File: src/rtl/lswd_pkg.sv
package lswd_pkg;

   // Width of a prescaler counter able to reach 2^(base_shift + 2^code_w - 1)
   function automatic int unsigned psc_cnt_bits(input int unsigned base_shift,
                                                input int unsigned code_w);
      return base_shift + (1 << code_w) - 1;
   endfunction

endpackage

File: src/rtl/lswd_sync.sv
module lswd_sync #(
   parameter int unsigned STAGES = 2
) (
   input  logic clk_i,
   input  logic arst_ni,
   input  logic req_i,
   output logic pulse_o
);

   logic [STAGES-1:0] chain_q;
   logic              last_q;

   always_ff @(posedge clk_i or negedge arst_ni) begin
      if (!arst_ni) begin
         chain_q <= '0;
         last_q  <= 1'b0;
      end else begin
         chain_q <= {chain_q[STAGES-2:0], req_i};
         last_q  <= chain_q[STAGES-1];
      end
   end

   assign pulse_o = chain_q[STAGES-1] & ~last_q;

   // a request yields a single-cycle pulse
   p_single_pulse_r6: assert property (@(posedge clk_i) disable iff (!arst_ni)
      pulse_o |=> !pulse_o);

endmodule

File: src/rtl/lswd_prescaler.sv
module lswd_prescaler #(
   parameter int unsigned CODE_W     = 3,
   parameter int unsigned BASE_SHIFT = 2
) (
   input  logic              clk_i,
   input  logic              arst_ni,
   input  logic              run_i,
   input  logic [CODE_W-1:0] code_i,
   output logic              tick_o
);

   localparam int unsigned          PCW      = lswd_pkg::psc_cnt_bits(BASE_SHIFT, CODE_W);
   localparam logic [CODE_W-1:0]    CODE_MAX = '1;

   logic [CODE_W-1:0] code_q;
   logic [PCW-1:0]    cnt_q;
   logic [PCW-1:0]    last_v;

   // terminal value 4*2^code - 1 as an all-ones mask
   always_comb last_v = {PCW{1'b1}} >> (CODE_MAX - code_q);

   assign tick_o = run_i & (cnt_q == last_v);

   always_ff @(posedge clk_i or negedge arst_ni) begin
      if (!arst_ni) begin
         cnt_q  <= '0;
         code_q <= '0;
      end else if (!run_i) begin
         cnt_q  <= '0;
         code_q <= code_i;
      end else if (tick_o) begin
         cnt_q  <= '0;
         code_q <= code_i;
      end else begin
         cnt_q  <= cnt_q + 1'b1;
      end
   end

   p_cnt_bound_r2: assert property (@(posedge clk_i) disable iff (!arst_ni)
      cnt_q <= last_v);

   p_code_wrap_only_r8: assert property (@(posedge clk_i) disable iff (!arst_ni)
      (run_i && $past(run_i) && !$past(tick_o)) |-> $stable(code_q));

endmodule

File: src/rtl/lswd_downcnt.sv
module lswd_downcnt #(
   parameter int unsigned CNT_W = 12,
   parameter int unsigned HOLD  = 4
) (
   input  logic             clk_i,
   input  logic             arst_ni,
   input  logic             run_i,
   input  logic             tick_i,
   input  logic             refresh_i,
   input  logic [CNT_W-1:0] reload_i,
   output logic [CNT_W-1:0] count_o,
   output logic             fire_o
);

   localparam int unsigned HW = $clog2(HOLD + 1);

   logic [CNT_W-1:0] cnt_q;
   logic [HW-1:0]    hold_q;
   logic             busy;

   assign busy    = (hold_q != '0);
   assign fire_o  = busy;
   assign count_o = cnt_q;

   // priority: pulse in progress > zero detect > refresh > tick
   always_ff @(posedge clk_i or negedge arst_ni) begin
      if (!arst_ni) begin
         cnt_q  <= '0;
         hold_q <= '0;
      end else if (!run_i) begin
         cnt_q  <= reload_i;
         hold_q <= '0;
      end else if (busy) begin
         hold_q <= hold_q - 1'b1;
         if (hold_q == HW'(1)) cnt_q <= reload_i;
      end else if (cnt_q == '0) begin
         hold_q <= HW'(HOLD);
      end else if (refresh_i) begin
         cnt_q  <= reload_i;
      end else if (tick_i) begin
         cnt_q  <= cnt_q - 1'b1;
      end
   end

   p_fire_from_zero_r3: assert property (@(posedge clk_i) disable iff (!arst_ni)
      $rose(fire_o) |-> ($past(cnt_q) == '0 && $past(run_i)));

   p_reload_after_pulse_r4: assert property (@(posedge clk_i) disable iff (!arst_ni)
      $fell(fire_o) |-> (cnt_q == $past(reload_i)));

   p_hold_bound_r4: assert property (@(posedge clk_i) disable iff (!arst_ni)
      hold_q <= HW'(HOLD));

   p_step_r2: assert property (@(posedge clk_i) disable iff (!arst_ni)
      (run_i && $past(run_i) && !$past(busy) && $past(cnt_q) != '0 && !$past(refresh_i))
      |-> (cnt_q == $past(cnt_q) - CNT_W'($past(tick_i))));

endmodule

File: src/rtl/lswd_watchdog.sv
module lswd_watchdog #(
   parameter int unsigned CODE_W      = 3,
   parameter int unsigned CNT_W       = 12,
   parameter int unsigned BASE_SHIFT  = 2,
   parameter int unsigned HOLD_CYCLES = 4,
   parameter int unsigned SYNC_STAGES = 2
) (
   input  logic              clk_i,
   input  logic              arst_ni,
   input  logic              enable_i,
   input  logic [CODE_W-1:0] psc_code_i,
   input  logic [CNT_W-1:0]  reload_i,
   input  logic              refresh_req_i,
   output logic              wdt_rst_o,
   output logic [CNT_W-1:0]  count_o
);

   generate
      if (SYNC_STAGES < 2) begin : g_bad_sync
         $error("SYNC_STAGES must be at least 2");
      end
      if (HOLD_CYCLES < 1) begin : g_bad_hold
         $error("HOLD_CYCLES must be at least 1");
      end
      if (CNT_W < 2 || CODE_W < 1) begin : g_bad_width
         $error("CNT_W must be >= 2 and CODE_W >= 1");
      end
   endgenerate

   logic en_q;
   logic tick;
   logic refresh_pulse;

   // sticky start, cleared only by the asynchronous reset
   always_ff @(posedge clk_i or negedge arst_ni) begin
      if (!arst_ni)      en_q <= 1'b0;
      else if (enable_i) en_q <= 1'b1;
   end

   p_sticky_en_r7: assert property (@(posedge clk_i) disable iff (!arst_ni)
      $past(en_q) |-> en_q);

   lswd_sync #(.STAGES(SYNC_STAGES)) u_sync (
      .clk_i   (clk_i),
      .arst_ni (arst_ni),
      .req_i   (refresh_req_i),
      .pulse_o (refresh_pulse)
   );

   lswd_prescaler #(.CODE_W(CODE_W), .BASE_SHIFT(BASE_SHIFT)) u_psc (
      .clk_i   (clk_i),
      .arst_ni (arst_ni),
      .run_i   (en_q),
      .code_i  (psc_code_i),
      .tick_o  (tick)
   );

   lswd_downcnt #(.CNT_W(CNT_W), .HOLD(HOLD_CYCLES)) u_cnt (
      .clk_i     (clk_i),
      .arst_ni   (arst_ni),
      .run_i     (en_q),
      .tick_i    (tick),
      .refresh_i (refresh_pulse),
      .reload_i  (reload_i),
      .count_o   (count_o),
      .fire_o    (wdt_rst_o)
   );

endmodule

File: config.mk
export PLATFORM = sky130hd
export DESIGN_NAME = lswd_watchdog
export DESIGN_NICKNAME = d
export VERILOG_FILES = /design/src/rtl/lswd_pkg.sv /design/src/rtl/lswd_sync.sv /design/src/rtl/lswd_prescaler.sv /design/src/rtl/lswd_downcnt.sv /design/src/rtl/lswd_watchdog.sv
export SDC_FILE = /design/constraint.sdc
export NUM_CORES = 1
export LEC_CHECK = 0
export ABC_CLOCK_PERIOD_IN_PS = 3800
export BUFFER_PORTS_ARGS = -buffer_cell sky130_fd_sc_hd__buf_2
export CORE_UTILIZATION = 34
export DETAILED_ROUTE_END_ITERATION = 8
export PLACE_DENSITY = 0.5
export SLEW_MARGIN = 10
export SYNTH_ARGS = -nofsm -noshare
export SYNTH_HDL_FRONTEND = slang
export SYNTH_SLANG_ARGS = --single-unit
File: constraint.sdc
create_clock -name clk_i -period 3.8 [get_ports clk_i]
set_clock_uncertainty 0.2 [all_clocks]
set_input_delay 0.19 -clock clk_i [delete_from_list [all_inputs] [get_ports clk_i]]
set_output_delay 0.19 -clock clk_i [all_outputs]
set_load 0.05 [all_outputs]
# [Yosys cells after proc, flatten, opt, wreduce, memory -nomap -nowiden]
# Index checks and enable logic that the tools add are counted.
[op_classes] n_bitwise=3 reduce_logical=3 n_addsub=4 order_cmp=0 div=0 multipliers=0 muxes=13 eq_ne=7 n_shift=1
[op_table] operator="two-way mux 12 bit" n=6
[op_table] operator="two-way mux 9 bit" n=2
[op_table] operator="two-way mux 3 bit" n=5
[op_table] operator="logical NOT 12 bit" n=1
[op_table] operator="subtractor 12 x 1 -> 12 bit (second input constant)" n=1
[op_table] operator="adder 9 x 1 -> 9 bit (second input constant)" n=1
[op_table] operator="== test 9 bit" n=1
[op_table] operator="right shift 9 x 3 -> 9 bit (first input constant)" n=1
[op_table] operator="!= test 3 x 2 -> 1 bit (second input constant)" n=2
[op_table] operator="!= test 4 x 2 -> 1 bit (second input constant)" n=1
[op_table] operator="== test 3 x 1 -> 1 bit (second input constant)" n=1
[op_table] operator="!= test 3 bit (second input constant)" n=1
[op_table] operator="AND reduction 3 bit" n=1
[op_table] operator="nonzero test 3 bit" n=1
[op_table] operator="subtractor 3 x 1 -> 3 bit (second input constant)" n=1
[op_table] operator="subtractor 3 bit (first input constant)" n=1
[op_table] operator="AND 1 bit" n=2
[op_table] operator="!= test 2 x 1 -> 1 bit (second input constant)" n=1
[op_table] operator="NOT 1 bit" n=1
[totals] mem_bits_rw=0 mem_count=0 romBits=0 output_inout_bits=13 latch_bits=0 register_bits=31 wordCells=38 in_bits=19

# [Longest topological paths before layout]
# Gate-level depths: netlist of run 1.
[depth] word_depth=9 depth_mapped=9 depth_no_buf=8

# [Cells and area by module]
# A second synthesis of run 1 with hierarchy kept.
[unflattened] hier_cells=199 area_unflattened_um2=1893.1
[modules_own_cells] mod="lswd_downcnt" n_inst=1 area_each_um2=1074.8 cells_per_inst=123
[modules_own_cells] mod="lswd_prescaler" n_inst=1 area_each_um2=698.2 cells_per_inst=70
[modules_own_cells] mod="lswd_sync" n_inst=1 area_each_um2=88.8 cells_per_inst=4
[modules_own_cells] mod="lswd_watchdog" n_inst=1 area_each_um2=31.3 cells_per_inst=2

# [Least setup slack after synthesis of run 1]
# No wires, ideal clock.
[synth_path] path_kind="reg2reg" from="register u_cnt.cnt_q[4], in the netlist u_cnt.count_o[4]" to="register u_cnt.cnt_q[0], in the netlist u_cnt.count_o[0]" setup_ns=0.121 t_required_ns=3.479 arrival_ns=2.328 slack_ns=1.151 path_stages_with_launch=8 cell_sequence="dfrtp_1 or4_1 buf_4 o41ai_4 nand3_4 buf_6 o21a_1 o22a_1"
[synth_via] elab_chain_len=3
[synth_lines] element="start: declaration" line_no="lswd_downcnt.sv:17" source="logic [CNT_W-1:0] cnt_q;"
[synth_lines] element="start signal: assignment" line_no="lswd_downcnt.sv:31" source="cnt_q <= reload_i;"
[synth_lines] element="start signal: assignment" line_no="lswd_downcnt.sv:35" source="if (hold_q == HW'(1)) cnt_q <= reload_i;"
[synth_lines] element="start signal: assignment" line_no="lswd_downcnt.sv:39" source="cnt_q <= reload_i;"
[synth_lines] element="logical NOT 12 bit" line_no="lswd_downcnt.sv:36" source="end else if (cnt_q == '0) begin"
[synth_lines] element="!= test 3 bit (no source line)"
[synth_lines] element="AND reduction 3 bit (no source line)"
# No other way between the ends.
# A chain may end at the register's enable or synchronous reset.

# [Worst setup path in the final report of run 1]
[layout_path] from="register u_cnt.cnt_q[4], in the netlist u_cnt.count_o[4]" to="register u_cnt.cnt_q[3], in the netlist u_cnt.count_o[3]"
# Same word-level chain as after synthesis.

==> results of run 1 <==
[routing by layer]
metal  routed length (um)  share of wire  global-route usage  up-vias
li1                     -              -                   -      827
met1                 2230           0.51               0.244      780
met2                 1970           0.45               0.251       36
met3                  167          0.038              0.0359        6
met4                   40         0.0091              0.0404        0
met5                    0              0                   0        -
[power by group through the flow]
stage | combinational (mW) | clock [mW] | sequential (mW)
2_1_floorplan | 0.696 | 0 | 0.845
3_3_place_gp | 1.08 | 0 | 0.686
3_5_place_dp | 1.09 | 0 | 0.689
4_1_cts | 1.10 | 0.273 | 0.684
5_1_grt | 1.21 | 0.289 | 0.722
6_report | 1.09 | 0.263 | 0.687
[worst reg2reg max path, cell delays in order, from the launching register on]
cell and delay [ns]:
sky130_fd_sc_hd__dfrtp_1 0.43, sky130_fd_sc_hd__or4_1 0.73, sky130_fd_sc_hd__o41ai_4 0.52, sky130_fd_sc_hd__nand3_4 0.25, sky130_fd_sc_hd__nand2_2 0.25, sky130_fd_sc_hd__o22ai_1 0.12
sky130_fd_sc_hd__nor3_2 0.17
[metrics by stage]
stage | instances | power, mW
6_report | 312 | 2.04
5_1_grt | 312 | 2.22
4_1_cts | 312 | 2.06
3_5_place_dp | 290 | 1.78
3_3_place_gp | 290 | 1.77
2_1_floorplan | 195 | 1.54
[cell type report]
class	instances	area [um^2]
Tap cell	70	87.6
Fill cell	521	2900
Inverter	10	37.5
Sequential cell	31	776
Clock buffer	5	68.8
Clock inverter	3	20.0
Timing Repair Buffer	46	303
Multi-Input combinational cell	147	1010
[worst paths after layout]
check,start,endpoint,slack (ns),cells after the start
max,u_cnt.count_o[4],u_cnt.count_o[3],1.05,6
min,reload_i[3],u_cnt.count_o[3],0.05,3
max reg2reg,u_cnt.count_o[4],u_cnt.count_o[3],1.05,6
min reg2reg,u_sync.chain_q[0],u_sync.chain_q[1],0.16,0
max in group asynchronous,arst_ni,u_cnt.count_o[3],2.66,2
min in group asynchronous,arst_ni,en_q,0.29,2
[Yosys cell counts (all sizes together), types with 4 or more instances]
master	n
ha	4
dfrtp	31
xor2	5
nand2	9
o32ai	5
o21ai	8
o22ai	4
nor3	12
a21oi	6
nand3	6
or3	4
a211oi	6
nor2	29
inv	10
buf	4
[cell families (layout without fill, tap and decap cells)]
kind of cell | Yosys count | in the layout | share of synthesized area
buffers and inverters | 17 | 64 | 0.0429
DFF | 31 | 31 | 0.416
adders and majority gates | 4 | 4 | 0.0268
muxes | 3 | 3 | 0.0181
AOI/OAI and AO/OA | 53 | 53 | 0.234
xor gates and xnor gates | 8 | 8 | 0.0376
and+or+nand+nor | 79 | 79 | 0.224
[placed cells by master (no fill, tap or decap), types with 2 or more instances in the layout]
master                          netlist  final
sky130_fd_sc_hd__o31a_1               2      2
sky130_fd_sc_hd__o32ai_1              5      5
sky130_fd_sc_hd__o21ai_1              2      2
sky130_fd_sc_hd__xor2_1               5      5
sky130_fd_sc_hd__or4_1                3      3
sky130_fd_sc_hd__buf_2                1     31
sky130_fd_sc_hd__mux2_2               3      3
sky130_fd_sc_hd__nand4_1              3      3
sky130_fd_sc_hd__nand3b_1             2      2
sky130_fd_sc_hd__inv_1               10     10
sky130_fd_sc_hd__a21boi_0             2      2
sky130_fd_sc_hd__nand2_1              8      8
sky130_fd_sc_hd__or2_2                2      2
sky130_fd_sc_hd__nor3_1              10     10
sky130_fd_sc_hd__o22ai_1              4      4
sky130_fd_sc_hd__nor3_2               2      2
sky130_fd_sc_hd__a21oi_1              6      6
sky130_fd_sc_hd__o211ai_1             2      2
sky130_fd_sc_hd__nand3_1              5      5
sky130_fd_sc_hd__xnor2_1              3      3
sky130_fd_sc_hd__or3_1                4      4
sky130_fd_sc_hd__dfrtp_1             31     31
sky130_fd_sc_hd__ha_1                 4      4
sky130_fd_sc_hd__o21ai_0              5      5
sky130_fd_sc_hd__and4_1               3      3
sky130_fd_sc_hd__dlygate4sd3_1        0     14
sky130_fd_sc_hd__a211oi_1             6      6
sky130_fd_sc_hd__a31o_2               3      3
sky130_fd_sc_hd__clkinvlp_4           0      2
sky130_fd_sc_hd__and2_1               2      2
sky130_fd_sc_hd__clkbuf_8             0      5
sky130_fd_sc_hd__o211a_1              3      3
sky130_fd_sc_hd__nor2_1              29     29
sky130_fd_sc_hd__a41o_1               3      3
[state kept, by name (all words and copies together), names as in the netlist]
name            flops
u_sync.last_q       1
u_cnt.hold_q        3
u_sync.chain_q      2
u_psc.code_q        3
en_q                1
u_psc.cnt_q         9
u_cnt.count_o      12
[timing repair]
item                      CTS  global route
gates resized for setup     0             0
hold buffers               14             0
hold endpoints to repair   44             0
setup buffers               0             0
==> impl_metrics.xml, run 1 <==
<?xml version="1.0" encoding="UTF-8"?>
<metrics>
  <group name="pwr">
    <metric name="irDropWorstVdd" unit="mV">0.355</metric>
    <metric name="p_per_area" unit="mW/mm^2">885</metric>
    <metric name="seq_power_share" unit="">0.337</metric>
    <metric name="p_clk_frac" unit="">0.129</metric>
    <metric name="power.switching_fraction" unit="">0.509</metric>
    <metric name="power_leakage" unit="nW">0.962</metric>
    <metric name="p_int" unit="mW">0.999</metric>
    <metric name="power.net_switching" unit="mW">1.04</metric>
    <metric name="power.share.combinational" unit="">0.534</metric>
  </group>
  <group name="drt">
    <metric name="detail_route.vias_per_cell" unit="">5.29</metric>
    <metric name="drt_first_pass_iters" unit="">4</metric>
    <metric name="detail_route.wirelength" unit="mm">4.41</metric>
    <metric name="avgRoutedWirePerCell" unit="um">14.1</metric>
    <metric name="detailedRoute.firstIterationViolations" unit="">74</metric>
    <metric name="route.vias.total" unit="">1649</metric>
    <metric name="antenna_violating_nets_post_route" unit="">0</metric>
    <metric name="drc_errors" unit="">0</metric>
  </group>
  <group name="yosys">
    <metric name="syn_inst" unit="">195</metric>
    <metric name="yosys_warnings" unit="">0</metric>
    <metric name="synthTopCellsByArea" unit="">sky130_fd_sc_hd__dfrtp_1 42%, sky130_fd_sc_hd__nor2_1 5.8%, sky130_fd_sc_hd__ha_1 2.7%</metric>
    <metric name="share_of_the_synthesized_area_in_the_top_cell_type" unit="">0.416</metric>
    <metric name="ys_ff_latch" unit="">31</metric>
    <metric name="synth-edff-count" unit="">0</metric>
    <metric name="synth_nets" unit="">218</metric>
    <metric name="synthesis.area_per_instance" unit="um^2">9.56</metric>
    <metric name="share_of_flip_flops_with_an_asynchronous_set_or_reset" unit="">1.00</metric>
    <metric name="ys_types" unit="">50</metric>
    <metric name="dominantRegCellSynth" unit="">sky130_fd_sc_hd__dfrtp_1</metric>
    <metric name="synth_sequential_area_ratio" unit="">0.416</metric>
    <metric name="post_synth_instance_area" unit="mm^2">0.00186</metric>
    <metric name="netlist.top_cell.by_area" unit="">sky130_fd_sc_hd__dfrtp_1</metric>
  </group>
  <group name="worst_setup_path">
    <metric name="cp_max_fo" unit="">15</metric>
    <metric name="timing.critical_path.slowest_cell_delay" unit="ns">0.73</metric>
    <metric name="timing.critical_path.required" unit="ns">3.80</metric>
    <metric name="worst_path_max_delay_cell" unit="">sky130_fd_sc_hd__or4_1</metric>
    <metric name="worstSetupStartpointType" unit="">flop</metric>
    <metric name="path_cells" unit="">or4_1 &gt; o41ai_4 &gt; nand3_4 &gt; nand2_2 &gt; o22ai_1 &gt; nor3_2</metric>
    <metric name="timing.critical_path.arrival" unit="ns">2.75</metric>
    <metric name="critical_path_class" unit="">reg -&gt; reg</metric>
    <metric name="buf_inv_on_cp" unit="">0</metric>
    <metric name="category_of_cells_accounting_for_the_largest_share_of_critical_path_delay" unit="">simple AND/OR/NAND/NOR gates</metric>
    <metric name="cp-end-kind" unit="">flop</metric>
  </group>
  <group name="grt">
    <metric name="number_of_global_route_vias_before_repair" unit="">1538</metric>
    <metric name="grt_antenna_before_repair" unit="">0</metric>
    <metric name="grt_first_pass_wirelength" unit="mm">7.73</metric>
    <metric name="grt_usage" unit="">0.167</metric>
    <metric name="grt_start_max_net_pins" unit="">32</metric>
    <metric name="globalRouteOverflowTotal" unit="">0</metric>
  </group>
  <group name="sta">
    <metric name="min_period" unit="ns">2.75</metric>
    <metric name="grt_setup_unrepaired" unit="">no</metric>
    <metric name="maxSlewViolCount" unit="">0</metric>
    <metric name="final.hold.worst_slack" unit="ns">0.0495</metric>
    <metric name="worstMarginPinSlew" unit="ns">0.702</metric>
    <metric name="finalCritPeriodShare" unit="">0.723</metric>
    <metric name="relSlewSlack" unit="">0.532</metric>
    <metric name="setup-violations-final" unit="">0</metric>
    <metric name="setup_tns_after_final_layout" unit="ns">0</metric>
    <metric name="setup_slack" unit="ns">1.05</metric>
    <metric name="achievable-frequency" unit="MHz">364</metric>
    <metric name="finalHoldViolCount" unit="">0</metric>
  </group>
  <group name="floorplanning">
    <metric name="start_util" unit="">0.358</metric>
    <metric name="die_outline_width" unit="um">76.1</metric>
    <metric name="dieArea" unit="mm^2">0.00578</metric>
    <metric name="num_rows" unit="">26</metric>
    <metric name="coreArea" unit="mm^2">0.00520</metric>
    <metric name="boundaryPins" unit="">32</metric>
    <metric name="die_h" unit="um">76.1</metric>
  </group>
  <group name="clocking">
    <metric name="root_buffer" unit="">sky130_fd_sc_hd__clkbuf_8</metric>
    <metric name="cts_tree" unit="">done</metric>
    <metric name="cts.reportedPaths.clkPinSlew" unit="ns">0.07</metric>
    <metric name="clock_tree.buffer_depth" unit="">2</metric>
    <metric name="clock_tree.htree_level_count" unit="">2</metric>
    <metric name="cts_buffers" unit="">5</metric>
    <metric name="cts.sinks" unit="">31</metric>
    <metric name="clkLatencyLatePin" unit="ns">0.28</metric>
  </group>
  <group name="final_layout">
    <metric name="layout.nets" unit="">264</metric>
    <metric name="count_of_antenna_diodes_in_the_layout" unit="">0</metric>
    <metric name="final_area" unit="mm^2">0.00230</metric>
    <metric name="final_layout_size_suffix_gt1_frac" unit="">0.227</metric>
    <metric name="synthToLayoutAreaGrowth" unit="%">23.4</metric>
    <metric name="post-route-util" unit="">0.442</metric>
  </group>
  <group name="run">
    <metric name="max-cap-violations" unit="">0</metric>
  </group>
  <group name="place">
    <metric name="buffer_ports.inserted" unit="">31</metric>
    <metric name="gp_routability_congestion" unit="">0.801</metric>
    <metric name="postPlaceCellArea" unit="mm^2">0.00207</metric>
    <metric name="detailedPlace.worstSlack" unit="ns">1.02</metric>
    <metric name="detailedPlacementHpwl" unit="mm">3.04</metric>
  </group>
  <group name="min_path">
    <metric name="hold_path.class" unit="">in -&gt; reg</metric>
  </group>
  <group name="outcome">
    <metric name="run_status" unit="">complete, no violations</metric>
  </group>
</metrics>
No activity file was read; power rests on OpenSTA's default activity.
==> inputs of run 2 (changes only) <==
Settings changed: ABC_CLOCK_PERIOD_IN_PS 3800 to 2500, PLACE_DENSITY 0.5 to 0.52.
Clock period 3.8 ns to 2.5 ns, I/O delays scaled along.
==> impl_metrics.xml, run 2 (same netlist as run 1, synthesis figures left out) <==
<?xml version="1.0" encoding="UTF-8"?>
<metrics>
  <group name="outcome">
    <metric name="run_status" unit="">complete, no violations</metric>
  </group>
  <group name="grt">
    <metric name="grt_first_pass_wirelength" unit="mm">8.02</metric>
    <metric name="globalRouteOverflowTotal" unit="">0</metric>
    <metric name="number_of_global_route_vias_before_repair" unit="">1660</metric>
    <metric name="grt_usage" unit="">0.175</metric>
    <metric name="grt_antenna_before_repair" unit="">0</metric>
    <metric name="grt_start_max_net_pins" unit="">32</metric>
  </group>
  <group name="worst_setup_path">
    <metric name="number_of_gates_on_the_worst_path_with_buffers_counted" unit="">7</metric>
    <metric name="timing.critical_path.slowest_cell_delay" unit="ns">0.66</metric>
    <metric name="path_cells" unit="">or4_1 &gt; o41ai_4 &gt; nand3_4 &gt; buf_4 &gt; o21ai_0 &gt; a41o_1 &gt; nor2_1</metric>
    <metric name="worstSetupStartpointType" unit="">flop</metric>
    <metric name="buf_inv_on_cp" unit="">1</metric>
    <metric name="rr_worst_depth" unit="">7</metric>
    <metric name="worst_path_max_delay_cell" unit="">sky130_fd_sc_hd__or4_1</metric>
    <metric name="cp-end-kind" unit="">flop</metric>
    <metric name="cp_max_fo" unit="">7</metric>
    <metric name="timing.critical_path.required" unit="ns">2.47</metric>
    <metric name="category_of_cells_accounting_for_the_largest_share_of_critical_path_delay" unit="">simple AND/OR/NAND/NOR gates</metric>
    <metric name="critical_path_class" unit="">reg -&gt; reg</metric>
    <metric name="timing.critical_path.arrival" unit="ns">2.36</metric>
  </group>
  <group name="final_layout">
    <metric name="final_layout_size_suffix_gt1_frac" unit="">0.311</metric>
    <metric name="final_area" unit="mm^2">0.00248</metric>
    <metric name="synthToLayoutAreaGrowth" unit="%">33.0</metric>
    <metric name="layout.cells.most_common" unit="">sky130_fd_sc_hd__buf_2</metric>
    <metric name="final_cell_mix" unit="">31 x sky130_fd_sc_hd__buf_2, 29 x sky130_fd_sc_hd__nor2_1, 24 x sky130_fd_sc_hd__dfrtp_1</metric>
    <metric name="count_of_antenna_diodes_in_the_layout" unit="">0</metric>
    <metric name="layout.nets" unit="">279</metric>
    <metric name="finalNonFillerCells" unit="">327</metric>
    <metric name="num-fill-cells" unit="">517</metric>
    <metric name="post-route-util" unit="">0.476</metric>
    <metric name="largest_register_ff_count" unit="">12</metric>
  </group>
  <group name="drt">
    <metric name="dr.max_layer_used" unit="">met4</metric>
    <metric name="detail_route.vias_per_cell" unit="">5.31</metric>
    <metric name="detail_route.wirelength" unit="mm">4.70</metric>
    <metric name="detailedRoute.firstIterationViolations" unit="">60</metric>
    <metric name="drc_errors" unit="">0</metric>
    <metric name="route.vias.total" unit="">1738</metric>
    <metric name="dr_wl_met2" unit="mm">2.13</metric>
    <metric name="drt_first_pass_iters" unit="">4</metric>
    <metric name="avgRoutedWirePerCell" unit="um">14.4</metric>
    <metric name="route.met3.wl" unit="um">155</metric>
    <metric name="m1WireLength" unit="mm">2.36</metric>
    <metric name="antenna_violating_nets_post_route" unit="">0</metric>
  </group>
  <group name="pwr">
    <metric name="power.net_switching" unit="mW">1.64</metric>
    <metric name="p_per_area" unit="mW/mm^2">1380</metric>
    <metric name="p_int" unit="mW">1.78</metric>
    <metric name="irDropWorstVdd" unit="mV">0.609</metric>
    <metric name="p_clk_frac" unit="">0.154</metric>
    <metric name="power_leakage" unit="nW">1.06</metric>
    <metric name="power.share.combinational" unit="">0.546</metric>
    <metric name="power.switching_fraction" unit="">0.480</metric>
    <metric name="seq_power_share" unit="">0.300</metric>
  </group>
  <group name="run">
    <metric name="max-cap-violations" unit="">0</metric>
  </group>
  <group name="place">
    <metric name="buffer_ports.inserted" unit="">31</metric>
    <metric name="postPlaceCellArea" unit="mm^2">0.00219</metric>
    <metric name="placed_cells" unit="">304</metric>
    <metric name="detailedPlace.worstSlack" unit="ns">0.0575</metric>
    <metric name="detailedPlacementHpwl" unit="mm">3.17</metric>
    <metric name="gp_routability_congestion" unit="">0.814</metric>
  </group>
  <group name="sta">
    <metric name="setup_tns_after_final_layout" unit="ns">0</metric>
    <metric name="worstMarginPinSlew" unit="ns">0.736</metric>
    <metric name="setup-violations-final" unit="">0</metric>
    <metric name="setup_slack" unit="ns">0.111</metric>
    <metric name="achievable-frequency" unit="MHz">419</metric>
    <metric name="relSlewSlack" unit="">0.509</metric>
    <metric name="maxSlewViolCount" unit="">0</metric>
    <metric name="finalHoldViolCount" unit="">0</metric>
    <metric name="min_period" unit="ns">2.39</metric>
    <metric name="finalCritPeriodShare" unit="">0.955</metric>
    <metric name="grt_setup_unrepaired" unit="">no</metric>
  </group>
  <group name="floorplanning">
    <metric name="num_rows" unit="">26</metric>
    <metric name="start_util" unit="">0.358</metric>
    <metric name="coreArea" unit="mm^2">0.00520</metric>
    <metric name="dieArea" unit="mm^2">0.00578</metric>
    <metric name="boundaryPins" unit="">32</metric>
    <metric name="die_outline_width" unit="um">76.1</metric>
    <metric name="die_h" unit="um">76.1</metric>
  </group>
  <group name="clocking">
    <metric name="post-cts-setup-buffers" unit="">0</metric>
    <metric name="root_buffer" unit="">sky130_fd_sc_hd__clkbuf_8</metric>
    <metric name="clock_tree.buffer_depth" unit="">2</metric>
    <metric name="cts_tree" unit="">done</metric>
    <metric name="clkLatencyLatePin" unit="ns">0.29</metric>
    <metric name="cts.reportedPaths.clkPinSlew" unit="ns">0.07</metric>
    <metric name="cts.sinks" unit="">31</metric>
    <metric name="cts_buffers" unit="">5</metric>
    <metric name="clock_tree.htree_level_count" unit="">2</metric>
  </group>
  <group name="min_path">
    <metric name="hold_path.class" unit="">in -&gt; reg</metric>
    <metric name="worst_hold_stages" unit="">5</metric>
  </group>
</metrics>
-- run 2: worst paths after layout --
kind / slack (ns) / from / endpoint
worst max-delay path: 0.11 / u_cnt.count_o[4] / u_cnt.count_o[8]
worst min-delay path: 0.02 / reload_i[11] / u_cnt.count_o[11]
worst max register to register: 0.11 / u_cnt.count_o[4] / u_cnt.count_o[8]
worst min register to register: 0.15 / u_sync.chain_q[0] / u_sync.chain_q[1]
max in group asynchronous: 1.34 / arst_ni / u_cnt.count_o[2]
min in group asynchronous: 0.24 / arst_ni / u_psc.cnt_q[7]
-- run 2: what timing repair did --
item	4_1_cts	5_1_grt
endpoints found under the hold margin	45	0
hold buffers	15	0
gates resized for setup	0	6
endpoints found under the setup margin	0	12
-- run 2: tightest hold or removal path: stages --
cell and delay, ns:
sky130_fd_sc_hd__buf_2 0.08, sky130_fd_sc_hd__nor2_1 0.04, sky130_fd_sc_hd__nand2_1 0.06, sky130_fd_sc_hd__o21ai_1 0.07, sky130_fd_sc_hd__nor3_2 0.09
-- run 2: final cells by class --
cell class,count,area (um^2),share of cell area
Clock buffer,6,82.6,0.0333
Sequential cell,31,785,0.317
Clock inverter,2,35.0,0.0141
Multi-Input combinational cell,147,1030,0.415
Tap cell,70,87.6,0.0353
Timing Repair Buffer,61,422,0.170
Inverter,10,37.5,0.0151
-- run 2: power by group through the flow --
stage / Clock, mW / Combinational [mW] / Sequential (mW)
after floorplan: 0 / 1.06 / 1.30
after global placement: 0 / 1.81 / 1.02
after detailed placement: 0 / 1.83 / 1.02
after CTS: 0.540 / 1.85 / 1.01
after global routing: 0.566 / 2.04 / 1.07
final: 0.526 / 1.86 / 1.02
-- run 2: through the flow --
stage / hold WS, ns / power (mW)
2_1_floorplan: -0.371 / 2.35
3_3_place_gp: 0.0294 / 2.83
3_5_place_dp: 0.0400 / 2.84
4_1_cts: 0.00502 / 3.40
5_1_grt: 0.0350 / 3.68
6_report: 0.0231 / 3.41
-- run 2: per-layer routing --
layer,up-vias,global-route usage
li1,854,-
met1,840,0.248
met2,38,0.257
met3,6,0.0407
met4,0,0.0673
met5,-,0
==> inputs of run 3 (changes only) <==
Settings changed: CORE_UTILIZATION 34 to 25, PLACE_DENSITY 0.52 to 0.4.
==> impl_metrics.xml, run 3 (same netlist as run 1, synthesis figures left out) <==
<?xml version="1.0" encoding="UTF-8"?>
<metrics>
  <group name="outcome">
    <metric name="run_status" unit="">complete, no violations</metric>
  </group>
  <group name="final_layout">
    <metric name="count_of_antenna_diodes_in_the_layout" unit="">0</metric>
    <metric name="layout.nets" unit="">289</metric>
    <metric name="synthToLayoutAreaGrowth" unit="%">37.0</metric>
    <metric name="post-route-util" unit="">0.354</metric>
    <metric name="multi_input_comb_area" unit="mm^2">0.00102</metric>
    <metric name="final_layout_size_suffix_gt1_frac" unit="">0.333</metric>
    <metric name="final_cell_mix" unit="">31 x sky130_fd_sc_hd__buf_2, 29 x sky130_fd_sc_hd__nor2_1, 24 x sky130_fd_sc_hd__dfrtp_1, 24 x sky130_fd_sc_hd__buf_4, 15 x sky130_fd_sc_hd__dlygate4sd3_1</metric>
    <metric name="num-fill-cells" unit="">777</metric>
    <metric name="largest_register_ff_count" unit="">12</metric>
    <metric name="final_area" unit="mm^2">0.00255</metric>
    <metric name="finalNonFillerCells" unit="">366</metric>
    <metric name="area.sequential" unit="um^2">785</metric>
    <metric name="layout.cells.most_common" unit="">sky130_fd_sc_hd__buf_2</metric>
  </group>
  <group name="floorplanning">
    <metric name="boundaryPins" unit="">32</metric>
    <metric name="dieArea" unit="mm^2">0.00781</metric>
    <metric name="coreArea" unit="mm^2">0.00721</metric>
    <metric name="num_rows" unit="">31</metric>
    <metric name="start_util" unit="">0.258</metric>
    <metric name="die_outline_width" unit="um">88.4</metric>
    <metric name="die_h" unit="um">88.4</metric>
  </group>
  <group name="sta">
    <metric name="worstMarginPinSlew" unit="ns">0.736</metric>
    <metric name="finalCritPeriodShare" unit="">0.946</metric>
    <metric name="setup-violations-final" unit="">0</metric>
    <metric name="min_period" unit="ns">2.36</metric>
    <metric name="setup_tns_after_final_layout" unit="ns">0</metric>
    <metric name="achievable-frequency" unit="MHz">423</metric>
    <metric name="final.hold.worst_slack" unit="ns">0.0103</metric>
    <metric name="setup_slack" unit="ns">0.136</metric>
    <metric name="grt_setup_unrepaired" unit="">no</metric>
    <metric name="maxSlewViolCount" unit="">0</metric>
    <metric name="finalHoldViolCount" unit="">0</metric>
    <metric name="relSlewSlack" unit="">0.510</metric>
  </group>
  <group name="drt">
    <metric name="drc_errors" unit="">0</metric>
    <metric name="route.met3.wl" unit="um">153</metric>
    <metric name="route.vias.total" unit="">1763</metric>
    <metric name="m1WireLength" unit="mm">2.38</metric>
    <metric name="detailedRoute.firstIterationViolations" unit="">81</metric>
    <metric name="detail_route.vias_per_cell" unit="">4.82</metric>
    <metric name="detail_route.wirelength" unit="mm">5.02</metric>
    <metric name="dr_wl_met2" unit="mm">2.43</metric>
    <metric name="drt_first_pass_iters" unit="">4</metric>
    <metric name="dr.max_layer_used" unit="">met4</metric>
    <metric name="antenna_violating_nets_post_route" unit="">0</metric>
    <metric name="avgRoutedWirePerCell" unit="um">13.7</metric>
  </group>
  <group name="clocking">
    <metric name="cts.reportedPaths.clkPinSlew" unit="ns">0.07</metric>
    <metric name="root_buffer" unit="">sky130_fd_sc_hd__clkbuf_8</metric>
    <metric name="cts_buffers" unit="">5</metric>
    <metric name="clkLatencyLatePin" unit="ns">0.28</metric>
    <metric name="cts_tree" unit="">done</metric>
    <metric name="post-cts-setup-buffers" unit="">0</metric>
    <metric name="clock_tree.buffer_depth" unit="">2</metric>
    <metric name="clock_tree.htree_level_count" unit="">2</metric>
    <metric name="cts.sinks" unit="">31</metric>
  </group>
  <group name="grt">
    <metric name="grt_start_max_net_pins" unit="">32</metric>
    <metric name="grt_first_pass_wirelength" unit="mm">8.50</metric>
    <metric name="grt_antenna_before_repair" unit="">0</metric>
    <metric name="grt_usage" unit="">0.143</metric>
    <metric name="number_of_global_route_vias_before_repair" unit="">1747</metric>
    <metric name="globalRouteOverflowTotal" unit="">0</metric>
  </group>
  <group name="worst_setup_path">
    <metric name="rr_worst_depth" unit="">7</metric>
    <metric name="worst_path_max_delay_cell" unit="">sky130_fd_sc_hd__or4_4</metric>
    <metric name="timing.critical_path.arrival" unit="ns">2.33</metric>
    <metric name="worstSetupStartpointType" unit="">flop</metric>
    <metric name="cp-end-kind" unit="">flop</metric>
    <metric name="timing.rr.start" unit="">u_cnt.count_o[9]</metric>
    <metric name="category_of_cells_accounting_for_the_largest_share_of_critical_path_delay" unit="">simple AND/OR/NAND/NOR gates</metric>
    <metric name="timing.critical_path.slowest_cell_delay" unit="ns">0.56</metric>
    <metric name="buf_inv_on_cp" unit="">1</metric>
    <metric name="cp_max_fo" unit="">10</metric>
    <metric name="path_cells" unit="">or4_4 &gt; o41ai_4 &gt; nand3_4 &gt; buf_4 &gt; o21ai_0 &gt; a41o_1 &gt; nor2_1</metric>
    <metric name="setup.reg_to_reg.worst_slack" unit="ns">0.14</metric>
    <metric name="timing.critical_path.required" unit="ns">2.46</metric>
    <metric name="worstSetupStartpoint" unit="">u_cnt.count_o[9]</metric>
    <metric name="capture_point_of_the_worst_reg_to_reg_path" unit="">u_cnt.count_o[4]</metric>
    <metric name="critical_path_class" unit="">reg -&gt; reg</metric>
  </group>
  <group name="min_path">
    <metric name="worst_hold_stages" unit="">5</metric>
    <metric name="worst_hold_startpoint" unit="">reload_i[11]</metric>
    <metric name="worst_hold_path.endpoint" unit="">u_cnt.count_o[11]</metric>
    <metric name="hold_path.class" unit="">in -&gt; reg</metric>
  </group>
  <group name="place">
    <metric name="placed_cells" unit="">343</metric>
    <metric name="postPlaceCellArea" unit="mm^2">0.00231</metric>
    <metric name="detailedPlacementHpwl" unit="mm">3.62</metric>
    <metric name="detailedPlace.worstSlack" unit="ns">0.0478</metric>
    <metric name="gp_routability_congestion" unit="">0.792</metric>
    <metric name="buffer_ports.inserted" unit="">31</metric>
  </group>
  <group name="pwr">
    <metric name="power_leakage" unit="nW">1.10</metric>
    <metric name="p_per_area" unit="mW/mm^2">1330</metric>
    <metric name="irDropWorstVdd" unit="mV">0.414</metric>
    <metric name="totalPowerFinal" unit="mW">3.39</metric>
  </group>
  <group name="run">
    <metric name="max-cap-violations" unit="">0</metric>
  </group>
</metrics>
-- run 3: power by group --
group,leakage [nW],switching (mW),total [mW],internal (mW)
logic,0.689,1.23,2.04,0.813
registers,0.358,0.230,0.962,0.733
clock network,0.0477,0.195,0.385,0.190
total,1.10,1.65,3.39,1.74
-- run 3: worst max-delay path by stage --
stage / to / slack [ns] / depth (start not counted)
6_report: u_cnt.count_o[4] / 0.14 / 7
5_1_grt: u_psc.code_q[0] / 0.01 / 7
4_1_cts: u_cnt.count_o[4] / 0.04 / 7
3_5_place_dp: u_cnt.count_o[4] / 0.05 / 7
3_3_place_gp: u_cnt.count_o[0] / 0.06 / 6
2_1_floorplan: u_cnt.count_o[0] / 0.02 / 6
-- run 3: worst register-to-register path, stage by stage, from the launching register on --
cell	delay, ns
sky130_fd_sc_hd__dfrtp_2	0.43
sky130_fd_sc_hd__or4_4	0.56
sky130_fd_sc_hd__o41ai_4	0.37
sky130_fd_sc_hd__nand3_4	0.15
sky130_fd_sc_hd__buf_4	0.21
sky130_fd_sc_hd__o21ai_0	0.16
sky130_fd_sc_hd__a41o_1	0.12
sky130_fd_sc_hd__nor2_1	0.04
-- run 3: what timing repair did --
item | CTS | global route
gates resized for setup | 0 | 3
hold buffers | 15 | 0
hold endpoints to repair | 45 | 0
setup endpoints to repair | 0 | 11
-- run 3: metal layers --
layer | global-route usage | vias up
met5 | 0 | -
li1 | - | 875
met2 | 0.245 | 32
met4 | 0.0440 | 0
met3 | 0.0299 | 7
met1 | 0.180 | 849
-- run 3: final cells by class --
cell class,instances,share of cell area
Timing Repair Buffer,71,0.198
Clock buffer,5,0.0269
Sequential cell,31,0.307
Clock inverter,3,0.00588
Tap cell,99,0.0485
Multi-Input combinational cell,147,0.399
Inverter,10,0.0147
